### src/rtl/oscan1_pkg.sv
package oscan1_pkg;

    // Position inside one three-clock packet
    typedef enum logic [1:0] {
        SLOT_NTDI = 2'd0,
        SLOT_TMS  = 2'd1,
        SLOT_TDO  = 2'd2
    } slot_e;

endpackage

### src/rtl/oscan1_slot_fsm.sv
// Rising-edge part: slot sequencing and capture of the probe slots.
module oscan1_slot_fsm
    import oscan1_pkg::*;
#(
    parameter bit IDLE_LEVEL = 1'b0
) (
    input  logic  clk,
    input  logic  rst_n,
    input  logic  en,
    input  logic  esc,
    input  logic  line,
    input  logic  tdo_in,
    output slot_e slot,
    output logic  tdi,
    output logic  tms,
    output logic  tdo_hold
);

    slot_e slot_nxt;
    logic  advance;

    assign advance = en && !esc;

    always_comb begin
        slot_nxt = SLOT_NTDI;
        if (advance) begin
            unique case (slot)
                SLOT_NTDI: slot_nxt = SLOT_TMS;
                SLOT_TMS:  slot_nxt = SLOT_TDO;
                SLOT_TDO:  slot_nxt = SLOT_NTDI;
                default:   slot_nxt = SLOT_NTDI;
            endcase
        end
    end

    // State register
    always_ff @(posedge clk or negedge rst_n) begin
        if (!rst_n) begin
            slot <= SLOT_NTDI;
        end else begin
            slot <= slot_nxt;
        end
    end

    // Captured outputs
    always_ff @(posedge clk or negedge rst_n) begin
        if (!rst_n) begin
            tdi      <= IDLE_LEVEL;
            tms      <= IDLE_LEVEL;
            tdo_hold <= IDLE_LEVEL;
        end else if (advance) begin
            unique case (slot)
                SLOT_NTDI: tdi <= ~line;
                SLOT_TMS: begin
                    tms      <= line;
                    tdo_hold <= tdo_in;
                end
                default: ;
            endcase
        end
    end

endmodule

### src/rtl/oscan1_line_drv.sv
// Falling-edge part: TCK shaping, line drive window and keeper level.
module oscan1_line_drv
    import oscan1_pkg::*;
#(
    parameter bit IDLE_LEVEL = 1'b0
) (
    input  logic  clk,
    input  logic  rst_n,
    input  logic  en,
    input  slot_e slot,
    input  logic  line,
    input  logic  tdo_hold,
    output logic  tck,
    output logic  oe,
    output logic  dout,
    output logic  keep_en,
    output logic  keep_lvl
);

    logic in_tdo;
    logic drive_half;

    assign in_tdo = en && (slot == SLOT_TDO);

    // Second half of the return slot starts at this falling edge
    always_ff @(negedge clk or negedge rst_n) begin
        if (!rst_n) begin
            drive_half <= 1'b0;
            keep_lvl   <= IDLE_LEVEL;
        end else begin
            drive_half <= in_tdo;
            keep_lvl   <= in_tdo ? tdo_hold : line;
        end
    end

    always_comb begin
        tck     = in_tdo && !drive_half;
        oe      = in_tdo && drive_half;
        dout    = tdo_hold;
        keep_en = en && !oe;
    end

endmodule

### src/rtl/oscan1_bit_adapter.sv
module oscan1_bit_adapter
    import oscan1_pkg::*;
#(
    parameter bit IDLE_LEVEL = 1'b0
) (
    input  logic tckc,
    input  logic rst_n,
    input  logic oscan_en,
    input  logic escape,
    input  logic tmsc_i,
    output logic tmsc_o,
    output logic tmsc_oe,
    output logic keep_en,
    output logic keep_lvl,
    output logic tap_tck,
    output logic tap_tdi,
    output logic tap_tms,
    input  logic tap_tdo
);

    slot_e slot;
    logic  tdo_hold;

    oscan1_slot_fsm #(.IDLE_LEVEL(IDLE_LEVEL)) u_fsm (
        .clk      (tckc),
        .rst_n    (rst_n),
        .en       (oscan_en),
        .esc      (escape),
        .line     (tmsc_i),
        .tdo_in   (tap_tdo),
        .slot     (slot),
        .tdi      (tap_tdi),
        .tms      (tap_tms),
        .tdo_hold (tdo_hold)
    );

    oscan1_line_drv #(.IDLE_LEVEL(IDLE_LEVEL)) u_drv (
        .clk      (tckc),
        .rst_n    (rst_n),
        .en       (oscan_en),
        .slot     (slot),
        .line     (tmsc_i),
        .tdo_hold (tdo_hold),
        .tck      (tap_tck),
        .oe       (tmsc_oe),
        .dout     (tmsc_o),
        .keep_en  (keep_en),
        .keep_lvl (keep_lvl)
    );

endmodule

### config.mk
export PLATFORM = sky130hd
export DESIGN_NAME = oscan1_bit_adapter
export DESIGN_NICKNAME = d
export VERILOG_FILES = /design/src/rtl/oscan1_pkg.sv /design/src/rtl/oscan1_slot_fsm.sv /design/src/rtl/oscan1_line_drv.sv /design/src/rtl/oscan1_bit_adapter.sv
export SDC_FILE = /design/constraint.sdc
export NUM_CORES = 1
export LEC_CHECK = 0
export CORE_AREA = 2 2 39 41
export DETAILED_ROUTE_END_ITERATION = 8
export DIE_AREA = 0 0 41 43
export DONT_BUFFER_PORTS = 1
export REMOVE_ABC_BUFFERS = 1
export SETUP_SLACK_MARGIN = 0.4
export SYNTH_ARGS = -nofsm -noshare
export SYNTH_HDL_FRONTEND = slang
export SYNTH_SLANG_ARGS = --single-unit
export TNS_END_PERCENT = 1
### constraint.sdc
create_clock -name tckc -period 1.42 [get_ports tckc]
set_clock_uncertainty 0.2 [all_clocks]
set_input_delay 0.284 -clock tckc [delete_from_list [all_inputs] [get_ports tckc]]
set_output_delay 0.284 -clock tckc [all_outputs]
set_load 0.1 [all_outputs]
After elaboration in Yosys (flattened, before gate mapping)
Cells that the tools add are included.
Widths: inputs -> output; s select.
Word-level totals
  output and inout port bits: 7
  bits of input ports: 6
  RAM bits: 0
  memories kept: 0
  memory bits (read-only): 0
  word-level logic and storage cells: 23
  bits in registers: 7
  bits in latches: 0
Operators by class
  shift-type cells: 0
  divide/modulo/power cells: 0
  equality and inequality tests: 2
  reductions and logical operators: 11
  mux-type cells: 3
  multiply operators: 0
  $add $sub $neg: 0
  magnitude comparators: 0
  bitwise operators: 1
Operators by type and width (count)
  $logic_and 1x1->1: 5
  $pmux 2 s2: 1
  $reduce_and 2->1: 2
  $logic_not 1->1: 3
  $eq 2x1->1 const B: 1
  $eq 2x2->1 const B: 1
  $logic_not 2->1: 1
  $mux 2: 1
  $mux 1: 1
  $not 1->1: 1

Depth between registers and ports, before layout
Gate-level depths: netlist (run 1).
  word-level depth: 5
  mapped depth: 2
  depth with buffers taken out: 2

By module
A second synthesis (run 1) with hierarchy kept.
Unflattened totals
  cells, all modules: 22
  area, all modules: 330.3 µm²
Modules (own cells, without submodules)
  oscan1_slot_fsm: sequential area each 125.1 µm², area an instance 209.0 µm², times used 1, cells each 11
  oscan1_line_drv: sequential area each 50.0 µm², area an instance 121.4 µm², times used 1, cells each 11

==> results of run 1 <==
[metal layers]
| metal | vias to the layer above | wire length [um] | global-route usage [%] |
|---|---|---|---|
| li1 | 108 | - | - |
| met1 | 112 | 247 | 11.1 |
| met2 | 14 | 466 | 18.8 |
| met3 | 2 | 89 | 4.19 |
| met4 | 0 | 20 | 8.00 |
| met5 | - | 0 | 0 |
[Yosys cell counts]
library cell,instances
dfrtp_1,5
inv_1,4
dfrtn_1,2
mux2_4,2
nor2_1,2
and4bb_4,1
mux2_1,1
mux2i_1,1
nand3b_1,1
nor4b_2,1
o31a_2,1
[critical path, cell delays in order (launching register included)]
cell	delay, ps
dfrtn_1	410
inv_1	60
o31a_2	310
buf_12	170
[layout make-up]
cell class / count / area, um2
well taps: 16 / 20.0
multi-input cells: 10 / 131
fillers: 131 / 815
repair buffers: 14 / 201
inverters: 4 / 15.0
flip-flops and latches: 7 / 175
clock buffers: 4 / 26.3
[worst max-delay path by stage]
stage,start,endpoint,cells past startpoint
floorplan,u_drv.drive_half,tmsc_oe,2
global placement,u_drv.drive_half,keep_en,3
detailed placement,u_drv.drive_half,keep_en,3
CTS,u_drv.drive_half,keep_en,3
global route,u_drv.drive_half,keep_en,3
finish,u_drv.drive_half,keep_en,3
[stage by stage]
step,TNS (ps),cell area [um2],std cells,utilization (%),worst slack (ps)
finish,-4310,569,55,41.1,-985
global route,-4530,569,55,41.1,-1010
CTS,-4330,561,55,40.5,-978
detailed placement,-3290,488,49,35.3,-698
global placement,-3050,488,49,35.3,-673
floorplan,-5380,298,21,-,-1470
[flip-flops by register name (all words and copies together) (netlist names)]
name / flops
u_drv.drive_half: 1
u_drv.keep_lvl: 1
u_fsm.slot: 2
u_fsm.tdi: 1
u_fsm.tdo_hold: 1
u_fsm.tms: 1
[cells by family after synthesis]
kind of cell / after synthesis
multiplexers: 4
buffers and inverters: 4
AND/OR/NAND/NOR: 5
AO/OA/AOI/OAI: 1
flip-flops: 7
[timing repair]
action                     4_1_cts  5_1_grt
setup endpoints to repair       14       14
pin swaps                        2        2
hold endpoints to repair         9        2
resized for setup                6        1
[power by group through the flow]
stage	logic, mW	clock network [mW]	registers, mW
6_report	0.343	0.177	0.251
5_1_grt	0.353	0.192	0.254
4_1_cts	0.344	0.184	0.250
3_5_place_dp	0.315	0	0.248
3_3_place_gp	0.309	0	0.246
2_1_floorplan	0.0512	0	0.403
==> reports/results.tsv, run 1 <==
metric	value	unit
relative slew slack	82.2	%
Pwr Total	0.771	mW
VDD IR-drop max	0.000892	V
Root Buffer	clkbuf_4	
clk buf depth	2	
Power Internal	0.462	mW
main area contributors after synthesis	dfrtp_1 42%, dfrtn_1 17%, mux2_4 10%	
pwr/cell area	1350	mW/mm2
P&R area growth vs syn	91.2	%
endpoints failing setup	8	
Synth Area in Adders	0	%
first-pass GRT wire length	1270	um
iteration-0 DRC count of the detailed router	0	
sequential group share of total power	32.5	%
synthesis-stage register bit count	7	
actual slew at the worst max-slew pin	266	ps
1st-pass router iterations	1	
Synth Area in XOR/XNOR	0	%
io pins	13	
Req. time, crit path	940	ps
clock edge transition at the registers on the reported setup and hold paths	50	ps
RSZ-0062 raised after global routing	true	
synthesized instance count	21	
GRT Overall Usage	11.5	%
die area	0.00176	mm2
Gate power share	44.5	%
Setup WS post-layout	-985	ps
max-slew violations	0	
total setup buffers inserted after CTS	0	
NetSw	0.309	mW
Synth Area in Compound Gates	3.36	%
top cell type's share of synthesized area	42.0	%
Final nets	46	
crit path max fanout	2	
failing checks	hold timing, setup timing	
IO buf count	0	
main combinational cell family by area after synthesis	multiplexers	
dpl hpwl	635	um
multiplexer share of the synthesized area	17.2	%
worst hold-check path type	in -> reg	
HP Start	escape	
reg2reg end	u_drv.keep_lvl	
part of the Yosys area used for sequential elements	58.8	%
R2R setup slack	-540	ps
Cell Rows	14	
max-cap viol count	0	
Hold-fix buffers, CTS	2	
kind of critical path	reg -> out	
Yosys top cell by area	dfrtp_1	
Leak Pwr	0.256	nW
Final Hold Fails	2	
overflow left after global routing	0	
CORE AREA	0.00138	mm2
post-synthesis simple-gate area fraction	15.5	%
Hold Crit Depth	1	
R2R cell count	2	
initial antenna violation count	0	
CTS Buf Count	3	
sw frac	40.1	%
Starting Density	21.5	%
vias per cell	4.29	
vias in the first global route	315	
CP endpoint kind	output port	
Ant. Diodes	0	
clock latency on the worst-skew pair	250	ps
vias	236	
Avg Inst Size Synth	14.2	um2
Routed Antenna Nets	0	
Yosys cell types	11	
fraction of layout cells with a size suffix above 1	56.4	%
CTS Sinks	7	
CTS tree	done	
die height	43	um
CP Data Arrival Time	1920	ps
placer congestion estimate	0.725	
htree depth	1	
status	complete, but fails checks	
Synth warnings	0	
clock power share	22.9	%
most common cell after layout, fill and taps aside	buf_12	
most frequent cells in the layout	7 x buf_12, 5 x dfrtp_1, 4 x inv_1, 4 x buf_4, 3 x clkbuf_4	
final wirelength	824	um
worst reg2reg startpoint	u_fsm.slot[0]	
die width	41	um
largest net degree at the start of global routing	6	
worst min-delay path endpoint	u_fsm.slot[0]	
Avg WL per Cell	15.0	um
startpoint types	flop	
Post-Syn Area	298	um2
DRC viols	0	
Hold WS	-94.2	ps
Note: power is estimated with default switching activity, not from simulation.
==> run 2, diff against run 1 <==
Settings changed: ABC_AREA set to 1.
==> reports/results.tsv, run 2 <==
metric	value	unit
die height	43	um
fraction of layout cells with a size suffix above 1	50.0	%
synthesized instance count	34	
CP Data Arrival Time	1760	ps
ys flop type	dfrtp_1	
GRT Overall Usage	10.2	%
Seq. cell area	175	um2
Synth Area in XOR/XNOR	0	%
Req. time, crit path	940	ps
endpoints failing setup	6	
Synth warnings	0	
critical path, cell by cell	inv_2, nor2_4, nor2_2, buf_12	
CTS Buf Count	3	
HP Start	escape	
IO buf count	0	
Slowest-stage cell, CP	dfrtn_1	
stages on the worst setup path	4	
Avg WL per Cell	9.85	um
overflow left after global routing	0	
part of the Yosys area used for sequential elements	57.6	%
main area contributors after synthesis	dfrtp_1 41%, dfrtn_1 16%, nand2_1 12%	
RSZ-0062 raised after global routing	true	
max-slew violations	0	
kind of critical path	reg -> out	
Cell Rows	14	
total setup buffers inserted after CTS	0	
EDFF count, synth	0	
worst hold-check path type	in -> reg	
iteration-0 DRC count of the detailed router	3	
Ant. Diodes	0	
Root Buffer	clkbuf_4	
Leak Pwr	0.279	nW
placer congestion estimate	0.669	
Layout Utilization	41.0	%
P&R area growth vs syn	86.4	%
Setup crit start	u_drv.drive_half	
vias in the first global route	286	
R2R cell count	4	
Avg Inst Size Synth	8.94	um2
Post-DP Area	437	um2
Yosys top cell by area	dfrtp_1	
Yosys cell types	12	
most common cell after layout, fill and taps aside	nand2_1	
Total Neg Setup Slack	-3500	ps
final std cells w/o fill	68	
top cell type's share of synthesized area	41.2	%
CORE AREA	0.00138	mm2
relative slew slack	83.8	%
failing checks	setup timing	
largest net degree at the start of global routing	6	
Final nets	59	
first-pass GRT wire length	1140	um
multiplexer share of the synthesized area	0	%
Inst Count DP	61	
initial antenna violation count	0	
DRC viols	0	
count leader, synth	nand2_1	
area of the multi-input gates	136	um2
worst reg2reg startpoint	u_fsm.slot[0]	
VDD IR-drop max	0.000485	V
pwr/cell area	1250	mW/mm2
CP endpoint kind	output port	
Largest register FFs	2	
Global Route met3 Usage	5.24	%
CP Buf/Inv Count	2	
CTS tree	done	
# fillers	133	
Post-Syn Area	304	um2
post-synthesis simple-gate area fraction	35.0	%
Setup WS post-layout	-821	ps
Synth Area in Adders	0	%
CTS Sinks	7	
clock latency on the worst-skew pair	250	ps
crit path max fanout	2	
delay of the slowest critical-path stage	410	ps
vias	269	
Routed Antenna Nets	0	
status	complete, but fails checks	
dpl hpwl	479	um
vias per cell	3.96	
final wirelength	670	um
gr busiest metal	met2	
synthesis-stage register bit count	7	
io pins	13	
met1 usage	11.7	%
Pwr Total	0.711	mW
htree depth	1	
max-cap viol count	0	
top cells by count, synth	10 x nand2_1, 5 x dfrtp_1, 4 x inv_1	
startpoint types	flop	
1st-pass router iterations	2	
Synth Area in Compound Gates	0	%
post-route cell area	567	um2
Starting Density	22.0	%
GR Util met2	13.4	%
clock edge transition at the registers on the reported setup and hold paths	50	ps
Crit path max-delay family	flip-flops	
most frequent cells in the layout	9 x nand2_1, 5 x buf_12, 5 x dfrtp_1	
die width	41	um
Synth async-reset ratio	100	%
clk buf depth	2	
Hold Crit Depth	3	
die area	0.00176	mm2
actual slew at the worst max-slew pin	242	ps
Final Hold Fails	0	
main combinational cell family by area after synthesis	simple AND/OR/NAND/NOR gates	
Biggest register	u_fsm.slot	
## run 2: changes by cell type in the layout (fill, tap and decap cells not counted), moves of 2 or more
cell,change
inv_1,-2
nand3_1,+2
mux2_4,-2
nand2_2,+2
buf_12,-2
nand2_1,+9
nor2_4,+2
inv_2,+4
## run 2: final timing paths
kind | slack [ps] | endpoint
worst max-delay path | -820 | keep_en
worst min-delay path | 4 | u_fsm.slot[1]
worst max register to register | -270 | u_drv.keep_lvl
worst min register to register | 370 | u_fsm.slot[0]
max in group asynchronous | 690 | u_fsm.slot[0]
min in group asynchronous | 120 | u_drv.keep_lvl
## run 2: repair_timing
item | in CTS | in global routing
pin swaps | 3 | 1
gates resized for setup | 16 | 3
hold buffers | 3 | 0
setup endpoints to repair | 14 | 14
endpoints found under the hold margin | 10 | 0
cloned | 0 | 0
## run 2: where the power goes
group          internal (mW)  leakage, nW  switching, mW
Combinational         0.0922        0.173          0.199
Clock                  0.107       0.0150         0.0721
Sequential             0.222       0.0902         0.0180
## run 2: metrics by stage
stage                     hold slack (ps)  setup WS, ps
after floorplan                      -212         -1750
after global placement               -211          -631
after detailed placement             -211          -639
after CTS                           -2.33          -828
after global routing                 2.17          -872
final                                3.81          -821
## run 2: cell families after synthesis
logic type	after synthesis
buf+inv	6
flops	7
simple gates	21
## run 2: final cells by class
class / instances / area share [%]
repair buffers: 14 / 32.9
multi-input cells: 21 / 24.1
well taps: 16 / 3.53
flip-flops and latches: 7 / 30.9
inverters: 6 / 3.97
clock buffers: 4 / 4.64
## run 2: layer usage
metal / routed length (um) / share of wire, % / vias up
met2: 317 / 47 / 13
met5: 0 / 0 / -
met3: 75 / 11 / 0
met4: 0 / 0 / 0
met1: 277 / 41 / 120
li1: - / - / 136
## run 2: worst min-delay path: stages
cell     delay, ps
nor2_4          30
nand2_2         60
inv_1           40
==> run 3, diff against run 2 <==
Settings changed: ABC_AREA 1 to 0, REMOVE_ABC_BUFFERS 1 to unset.
==> reports/results.tsv, run 3 (synthesis gave the netlist of run 1 again) <==
metric	value	unit
max-cap viol count	0	
Global Route met3 Usage	3.14	%
htree depth	1	
Routed Antenna Nets	0	
Cell Rows	14	
dpl hpwl	618	um
Gate power share	44.1	%
largest net degree at the start of global routing	6	
clock latency on the worst-skew pair	250	ps
sequential group share of total power	32.9	%
clock edge transition at the registers on the reported setup and hold paths	50	ps
Setup WS post-layout	-919	ps
# fillers	131	
GRT Overall Usage	11.4	%
vias in the first global route	292	
1st-pass router iterations	1	
die area	0.00176	mm2
CP endpoint kind	output port	
Ant. Diodes	0	
Req. time, crit path	940	ps
worst hold-check path type	in -> reg	
crit path max fanout	2	
iteration-0 DRC count of the detailed router	0	
fraction of layout cells with a size suffix above 1	63.2	%
Layout Utilization	40.3	%
vias per cell	4.26	
max-slew violations	0	
most frequent cells in the layout	6 x buf_12, 4 x buf_4, 4 x dfrtp_1	
first-pass GRT wire length	1260	um
Hold-fix buffers, CTS	2	
relative slew slack	80.5	%
kind of critical path	reg -> out	
startpoint types	flop	
sw frac	39.9	%
vias	230	
clock power share	23.0	%
status	complete, but fails checks	
Starting Density	21.5	%
DRC viols	0	
most common cell after layout, fill and taps aside	buf_12	
io pins	13	
gr busiest metal	met2	
endpoints failing setup	8	
Leak Pwr	0.251	nW
Hold WS	-95.8	ps
actual slew at the worst max-slew pin	294	ps
die width	41	um
CTS Buf Count	3	
overflow left after global routing	0	
CTS Sinks	7	
Largest register FFs	2	
VDD IR-drop max	0.000740	V
CORE AREA	0.00138	mm2
CP Data Arrival Time	1850	ps
Avg WL per Cell	14.4	um
RSZ-0062 raised after global routing	true	
failing checks	hold timing, setup timing	
Root Buffer	clkbuf_4	
final wirelength	776	um
Final Hold Fails	2	
IO buf count	0	
placer congestion estimate	0.704	
Final nets	45	
GR Util met2	18.1	%
Pwr Total	0.765	mW
Inst Count DP	48	
syn_nets	27	
die height	43	um
final std cells w/o fill	54	
NetSw	0.305	mW
Biggest register	u_fsm.slot	
met1 usage	11.0	%
clk buf depth	2	
initial antenna violation count	0	
P&R area growth vs syn	87.4	%
total setup buffers inserted after CTS	0	
Power Internal	0.460	mW
pwr/cell area	1370	mW/mm2
CTS tree	done	
-- run 3: cell types whose count changed in the layout (fill, tap and decap cells not counted), sizes merged --
cell | previous run | this run
inv | 6 | 4
mux2 | 0 | 3
mux2i | 0 | 1
o31a | 0 | 1
and4bb | 0 | 1
nor2 | 6 | 2
dlygate4sd3 | 3 | 2
nand3 | 3 | 0
nor4b | 0 | 1
nand2 | 11 | 0
-- run 3: worst paths after layout --
path                                  startpoint             end  slack, ps  depth (start not counted)
worst max-delay path            u_drv.drive_half         keep_en       -920                          2
worst min-delay path                      escape   u_fsm.slot[0]       -100                          1
worst max register to register     u_fsm.slot[0]  u_drv.keep_lvl       -520                          2
worst min register to register     u_fsm.slot[1]   u_fsm.slot[0]        360                          2
max in group asynchronous                  rst_n  u_fsm.tdo_hold        670                          1
min in group asynchronous                  rst_n  u_drv.keep_lvl        120                          0
-- run 3: stage by stage --
step                hold WS (ps)  setup slack (ps)  instance area [um2]  TNS, ps
finish                     -95.8              -919                  558    -4240
global route                -107              -938                  558    -4520
CTS                        -91.6              -920                  549    -4360
detailed placement          -211              -644                  487    -3270
global placement            -211              -626                  487    -2990
floorplan                   -212              -754                  322    -3900
-- run 3: repair_timing --
| action | in CTS | in global routing |
|---|---|---|
| pin swaps | 2 | 1 |
| hold endpoints to repair | 9 | 2 |
| resized for setup | 4 | 2 |
| endpoints found under the setup margin | 14 | 14 |
-- run 3: layer usage --
layer	share of wire (%)	up-vias
li1	-	104
met1	31	109
met2	53	15
met3	13	2
met4	2.7	0
met5	0	-
-- run 3: cell type report --
| type | instances | area [um2] | share of cell area [%] |
|---|---|---|---|
| Tap cell | 16 | 20.0 | 3.59 |
| Multi-Input combinational cell | 10 | 139 | 24.9 |
| Sequential cell | 7 | 176 | 31.6 |
| Inverter | 4 | 15.0 | 2.69 |
| Timing Repair Buffer | 13 | 181 | 32.5 |
| Clock buffer | 4 | 26.3 | 4.71 |
-- run 3: power by group through the flow --
stage / registers, mW / logic, mW / clock network, mW
detailed placement: 0.250 / 0.309 / 0
finish: 0.252 / 0.338 / 0.176
floorplan: 0.405 / 0.0532 / 0
global route: 0.255 / 0.346 / 0.197
CTS: 0.252 / 0.337 / 0.182
global placement: 0.247 / 0.307 / 0
-- run 3: critical path, stage by stage, from the launching register on --
cell and delay (ps):
dfrtn_1 430, inv_2 50, o31a_4 410
